===== config.mk =====
export PLATFORM = sky130hd
export DESIGN_NAME = xfer_seq
export DESIGN_NICKNAME = d
export VERILOG_FILES = /design/src/rtl/xseq_pkg.sv /design/src/rtl/xseq_step.sv /design/src/rtl/xseq_post.sv /design/src/rtl/xfer_seq.sv
export SDC_FILE = /design/constraint.sdc
export NUM_CORES = 1
export LEC_CHECK = 0
export BUFFER_PORTS_ARGS = -buffer_cell sky130_fd_sc_hd__buf_2
export CAP_MARGIN = 20
export CORE_UTILIZATION = 25
export DETAILED_ROUTE_END_ITERATION = 16
export GPL_TIMING_DRIVEN = 0
export PLACE_DENSITY = 0.41
export REMOVE_ABC_BUFFERS = 1
export SETUP_SLACK_MARGIN = 0.05
export SLEW_MARGIN = 25
export SYNTH_ARGS = -nofsm -noshare
export SYNTH_HDL_FRONTEND = slang
export SYNTH_HIERARCHICAL = 1
export SYNTH_SLANG_ARGS = --single-unit

===== constraint.sdc =====
create_clock -name clk -period 5.9 [get_ports clk]
set_input_delay 0.885 -clock clk [delete_from_list [all_inputs] [get_ports clk]]
set_output_delay 0.885 -clock clk [all_outputs]
set_load 0.02 [all_outputs]

===== src/rtl/xseq_pkg.sv =====
package xseq_pkg;

   typedef enum logic [2:0] {
      ST_IDLE,
      ST_XFER,
      ST_FULL,
      ST_DRAIN,
      ST_CHECK,
      ST_EOP,
      ST_WAIT
   } seq_state_e;

   typedef enum logic [1:0] {
      SRC_NONE,
      SRC_RX,
      SRC_TX,
      SRC_CMD
   } low_src_e;

   localparam logic [7:0] PC_RX_DONE  = 8'd0;
   localparam logic [7:0] PC_TX_DONE  = 8'd1;
   localparam logic [7:0] PC_RX_OVF   = 8'd2;
   localparam logic [7:0] PC_ZERO     = 8'd4;
   localparam logic [7:0] PC_ABORT    = 8'd5;

   localparam logic [7:0] RX_MASK     = 8'h29;
   localparam logic [7:0] TX_MASK     = 8'h50;
   localparam logic [7:0] CMD_FLAGS   = 8'h06;
   localparam logic [7:0] EOP_CMD     = 8'h47;

endpackage


===== src/rtl/xseq_step.sv =====
module xseq_step #(
   parameter int AW    = 16,
   parameter int CW    = 16,
   parameter int BURST = 4
) (
   input  logic [AW-1:0] addr,
   input  logic [CW-1:0] rem,
   output logic          quad,
   output logic [AW-1:0] next_addr,
   output logic [CW-1:0] next_rem,
   output logic          last
);
   localparam int LB = $clog2(BURST);

   generate
      if ((1 << LB) != BURST || LB < 1) begin : g_bad_burst
         $error("BURST must be a power of two of at least 2");
      end
      if (AW <= LB || CW <= LB) begin : g_bad_width
         $error("AW and CW must exceed the burst index width");
      end
   endgenerate

   logic aligned;
   logic [CW-1:0] step_c;

   assign aligned   = (addr[LB-1:0] == '0);
   assign quad      = aligned && (rem >= CW'(BURST));
   assign step_c    = quad ? CW'(BURST) : CW'(1);
   assign next_addr = addr + AW'(step_c);
   assign next_rem  = rem - step_c;
   assign last      = (next_rem == '0);

endmodule


===== src/rtl/xseq_post.sv =====
module xseq_post
   import xseq_pkg::*;
#(
   parameter int SW = 16
) (
   input  logic [7:0]    code,
   input  low_src_e      src,
   input  logic [SW-1:0] status,
   output logic [15:0]   post
);
   generate
      if (SW != 16) begin : g_bad_sw
         $error("status width must be 16");
      end
   endgenerate

   logic [7:0] flags;
   logic [7:0] masked;
   logic       unused_low;

   assign flags      = status[15:8];
   assign unused_low = &{1'b0, status[7:0]};

   always_comb begin
      unique case (src)
         SRC_RX:  masked = flags & RX_MASK;
         SRC_TX:  masked = flags & TX_MASK;
         SRC_CMD: masked = CMD_FLAGS;
         default: masked = 8'h00;
      endcase
   end

   assign post = {code, ~masked};

endmodule


===== src/rtl/xfer_seq.sv =====
module xfer_seq
   import xseq_pkg::*;
#(
   parameter int AW    = 16,
   parameter int CW    = 16,
   parameter int BURST = 4
) (
   input  logic          clk,
   input  logic          rst_n,
   input  logic          cmd_start,
   input  logic          cmd_tx,
   input  logic          cmd_abort,
   input  logic [AW-1:0] cmd_ptr,
   input  logic [CW-1:0] cmd_count,
   output logic          mem_req,
   output logic          mem_quad,
   output logic          mem_discard,
   output logic          mem_we,
   output logic [AW-1:0] mem_addr,
   input  logic          mem_ack,
   input  logic          attn,
   input  logic [15:0]   status,
   output logic          state_cmd_valid,
   output logic [7:0]    state_cmd,
   output logic          done_o,
   output logic [CW-1:0] done_count,
   output logic [15:0]   done_post
);
   seq_state_e    st_q, st_d;
   logic [AW-1:0] addr_q, addr_d;
   logic [CW-1:0] rem_q, rem_d;
   logic          tx_q, tx_d;

   logic          step_quad, step_last;
   logic [AW-1:0] step_addr;
   logic [CW-1:0] step_rem;

   logic          fin;
   logic [7:0]    fin_code;
   logic [CW-1:0] fin_cnt;
   low_src_e      fin_src;
   logic [15:0]   post_w;
   logic [CW-1:0] excess;
   logic          unused_status;

   assign excess        = CW'(status[7:6]);
   assign unused_status = &{1'b0, status[5:0]};

   xseq_step #(.AW(AW), .CW(CW), .BURST(BURST)) step_i (
      .addr      (addr_q),
      .rem       (rem_q),
      .quad      (step_quad),
      .next_addr (step_addr),
      .next_rem  (step_rem),
      .last      (step_last)
   );

   xseq_post #(.SW(16)) post_i (
      .code   (fin_code),
      .src    (fin_src),
      .status (status),
      .post   (post_w)
   );

   always_comb begin
      st_d     = st_q;
      addr_d   = addr_q;
      rem_d    = rem_q;
      tx_d     = tx_q;
      fin      = 1'b0;
      fin_code = PC_RX_DONE;
      fin_cnt  = '0;
      fin_src  = SRC_NONE;
      if (cmd_abort) begin
         fin      = 1'b1;
         fin_code = PC_ABORT;
         fin_src  = SRC_CMD;
      end else begin
         unique case (st_q)
            ST_IDLE: begin
               if (cmd_start) begin
                  addr_d = cmd_ptr;
                  rem_d  = cmd_count;
                  tx_d   = cmd_tx;
                  if (cmd_count == '0) begin
                     fin      = 1'b1;
                     fin_code = PC_ZERO;
                  end else begin
                     st_d = ST_XFER;
                  end
               end
            end
            ST_XFER: begin
               if (attn) begin
                  fin = 1'b1;
                  if (tx_q) begin
                     fin_code = PC_TX_DONE;
                     fin_cnt  = rem_q;
                     fin_src  = SRC_TX;
                  end else begin
                     fin_code = PC_RX_DONE;
                     fin_cnt  = rem_q + CW'(1) + (step_quad ? excess : '0);
                     fin_src  = SRC_RX;
                  end
               end else if (mem_ack) begin
                  addr_d = step_addr;
                  rem_d  = step_rem;
                  if (step_last) st_d = tx_q ? ST_EOP : ST_FULL;
               end
            end
            ST_FULL: begin
               if (attn) begin
                  fin     = 1'b1;
                  fin_src = SRC_RX;
               end else begin
                  st_d = ST_DRAIN;
               end
            end
            ST_DRAIN: begin
               if (mem_ack) st_d = ST_CHECK;
            end
            ST_CHECK: begin
               fin = 1'b1;
               if (attn) begin
                  fin_src = SRC_RX;
               end else begin
                  fin_code = PC_RX_OVF;
               end
            end
            ST_EOP: st_d = ST_WAIT;
            ST_WAIT: begin
               if (attn) begin
                  fin      = 1'b1;
                  fin_code = PC_TX_DONE;
                  fin_src  = SRC_TX;
               end
            end
            default: st_d = ST_IDLE;
         endcase
      end
      if (fin) st_d = ST_IDLE;
   end

   always_ff @(posedge clk) begin
      if (!rst_n) begin
         st_q       <= ST_IDLE;
         addr_q     <= '0;
         rem_q      <= '0;
         tx_q       <= 1'b0;
         done_o     <= 1'b0;
         done_count <= '0;
         done_post  <= '0;
      end else begin
         st_q   <= st_d;
         addr_q <= addr_d;
         rem_q  <= rem_d;
         tx_q   <= tx_d;
         done_o <= fin;
         if (fin) begin
            done_count <= fin_cnt;
            done_post  <= post_w;
         end
      end
   end

   assign mem_req         = ((st_q == ST_XFER) && !attn) || (st_q == ST_DRAIN);
   assign mem_quad        = (st_q == ST_XFER) && step_quad;
   assign mem_discard     = (st_q == ST_DRAIN);
   assign mem_we          = !tx_q;
   assign mem_addr        = addr_q;
   assign state_cmd_valid = (st_q == ST_EOP);
   assign state_cmd       = EOP_CMD;

endmodule


==> run summary <==
n_diodes - 0
number of detailed-route iterations in the first pass - 4
Critical Path End Type - flop
Final GP Congestion - 0.769
fin crit period - 5.34 ns
Starting DRT DRC Count - 172
CTS Buf Count - 9
Max Root-Sink Buffers - 2
share of cells above drive strength 1 - 24.4%
worst rel slew slack - 32.1%
Fin. Hold Viols - 0
final design utilization - 30.9%
EDFF count, synth - 0
startpoint types - flop
die area - 0.0183 mm²
remaining global-route overflow - 0
H-tree levels - 3
Routed WL - 11.8 mm
CTS sink cnt - 69
row count - 48
Horiz. Die Dim - 135 µm
fin. max-slew vios - 0
RSZ-0062 raised after global routing - false
maximum VDD drop - 0.125 mV
vias in the first global route - 3635
Starting Density - 25.6%
first-pass GRT wire length - 19.1 mm
post_cts resized - 0
Area growth syn-to-layout - 20.7%
max cap viols - 0
Final HPWL DP - 8.72 mm
TNS Setup - 0 ns
antenna-violating nets left - 0
cts hold-fix bufs - 0
WP data arrival - 5.57 ns
crit share post-route - 90.6%
Async SR Flop Fraction - 0%
prevailing post-synth register cell - dfxtp_1
sequential fraction of the synthesis area - 31.1%
Clk Latency, worst-skew pair - 0.34 ns
number of distinct library cells after synthesis - 66
Leakage - 2.60 nW
total number of vias - 3775
WL/cell - 14.5 µm
Worst-Margin Slew - 1.02 ns
status - finished clean
Data required, critical path - 6.13 ns
largest net degree at the start of global routing - 68
Setup Buffers After CTS - 0
Power Density - 258 mW/mm²
antenna violations before repair - 0
CTS tree - built
number of I/O pins - 117
nets - 649
CP Class - flop to flop
Setup Viol. Count Final - 0
IO Port Bufs - 99
Max Clk Rate - 187 MHz
clock-pin transition on the worst setup and hold timing paths - 0.06 ns
Total GRT Usage - 13.5%
worst hold path class - flop to flop
# DRC - 0
Core Area - 0.0174 mm²
CP max FO - 9
Mapped Area - 0.00445 mm²
Mapped Avg Cell Area - 8.86 µm²
#FFs+latches synth - 69
Root Driver - clkbuf_16
Clock Skews - 0.00440 ns
drt via density - 4.64
Die Ht - 135 µm
cell count after synthesis - 502
Synth warnings - 6
## cells in the final DEF, fill, tap and decap left out, types with 3 or more instances in the layout
cell type / n
buf_2: 98
nand2_1: 82
dfxtp_1: 69
mux2i_1: 51
o211a_1: 33
xor2_1: 24
nor2_1: 19
o2bb2ai_1: 16
xnor2_1: 15
conb_1: 14
inv_1: 13
nand3_1: 13
ha_1: 9
clkbuf_16: 9
nor2b_1: 8
nor3_1: 8
o21ai_0: 7
or2_2: 6
a21o_1: 6
nand2b_1: 5
and3_1: 5
nor4_1: 5
nand4_1: 5
nand3b_1: 5
nor4b_1: 3
nor3_4: 3
nor3b_1: 3
a21oi_1: 3
a21boi_0: 3
buf_4: 3
buf_6: 3
## power breakdown
part / switching (W) / leakage, nW / internal (W)
Combinational: 0.000173 / 1.89 / 0.000129
Clock: 0.000212 / 0.143 / 0.000338
Sequential: 0.0000385 / 0.566 / 0.000493
## critical path, stage by stage, from the launching register on
cell and delay [ns]:
dfxtp_1 0.42, or3_4 0.45, or4_4 0.54, or3_1 0.40
o41ai_2 0.52, ha_1 0.31, nand2b_1 0.11, a2111oi_0 0.57
xor2_1 0.17, or2_2 0.34, a2111oi_2 0.34, nor2b_1 0.20
a221oi_1 0.10, nor3_1 0.42, mux2i_1 0.28, nor3b_1 0.07
## final timing paths
| kind | start | to | slack (ns) | depth (start not counted) |
|---|---|---|---|---|
| hold reg to reg | done_count[3] | done_count[3] | 0.46 | 1 |
| setup / recovery | rem_q[4] | st_q[0] | 0.56 | 15 |
| hold / removal | done_count[3] | done_count[3] | 0.46 | 1 |
| setup reg to reg | rem_q[4] | st_q[0] | 0.56 | 15 |
## stage by stage
stage	worst slack [ns]	hold slack (ns)	total power, W	cell area [µm²]	instances
floorplan	1.38	0.515	0.000740	4180	467
global placement	0.517	0.442	0.000834	4960	791
detailed placement	0.520	0.442	0.000844	5070	798
CTS	0.505	0.461	0.00141	5360	814
global route	0.239	0.472	0.00147	5360	814
finish	0.557	0.456	0.00138	5360	814
## sequential cells by signal, summed over array words and instances, names as in the netlist
register	cells
rem_q	16
st_q	3
mem_addr	16
tx_q	1
done_post	16
done_o	1
done_count	16
## cells by family (layout without fill, tap and decap cells)
| kind of cell | after synthesis | in the layout | synth area share [%] |
|---|---|---|---|
| simple gates | 187 | 187 | 22.1 |
| fa+ha+maj | 10 | 10 | 2.98 |
| other cells | 3 | 14 | 0.253 |
| buf+inv | 60 | 136 | 8.02 |
| flops | 69 | 69 | 31.1 |
| xor+xnor | 39 | 39 | 7.68 |
| mux | 51 | 51 | 11.5 |
| compound gates | 83 | 83 | 16.4 |
## per-layer routing
metal  vias to the layer above  routed length, µm  track usage [%]
met5                         -                  0                0
met4                         0                162             5.37
met3                        10                436             2.88
met2                        75               5730             22.3
met1                      1778               5490             16.9
li1                       1912                  -                -
## synthesized netlist by cell type, drive strengths merged, types with 10 or more instances
cell type	instances	area share (%)
buf	34	5.6
clkbuf	10	0.87
dfxtp	69	31
inv	14	1.2
mux2i	51	11
nand2	82	6.9
nand3	13	1.5
nor2	20	1.7
nor3	11	1.9
o211a	33	7.4
o2bb2ai	16	3.2
xnor2	15	3.0
xor2	24	4.7
## layout make-up
class	count	area, µm²
well taps	225	282
inverters	14	52.6
fillers	1874	12000
repair buffers	106	594
multi-input cells	384	2760
clock buffers	12	246
flip-flops and latches	69	1380
clock inverters	4	47.5
(Power assumes the default switching activity.)
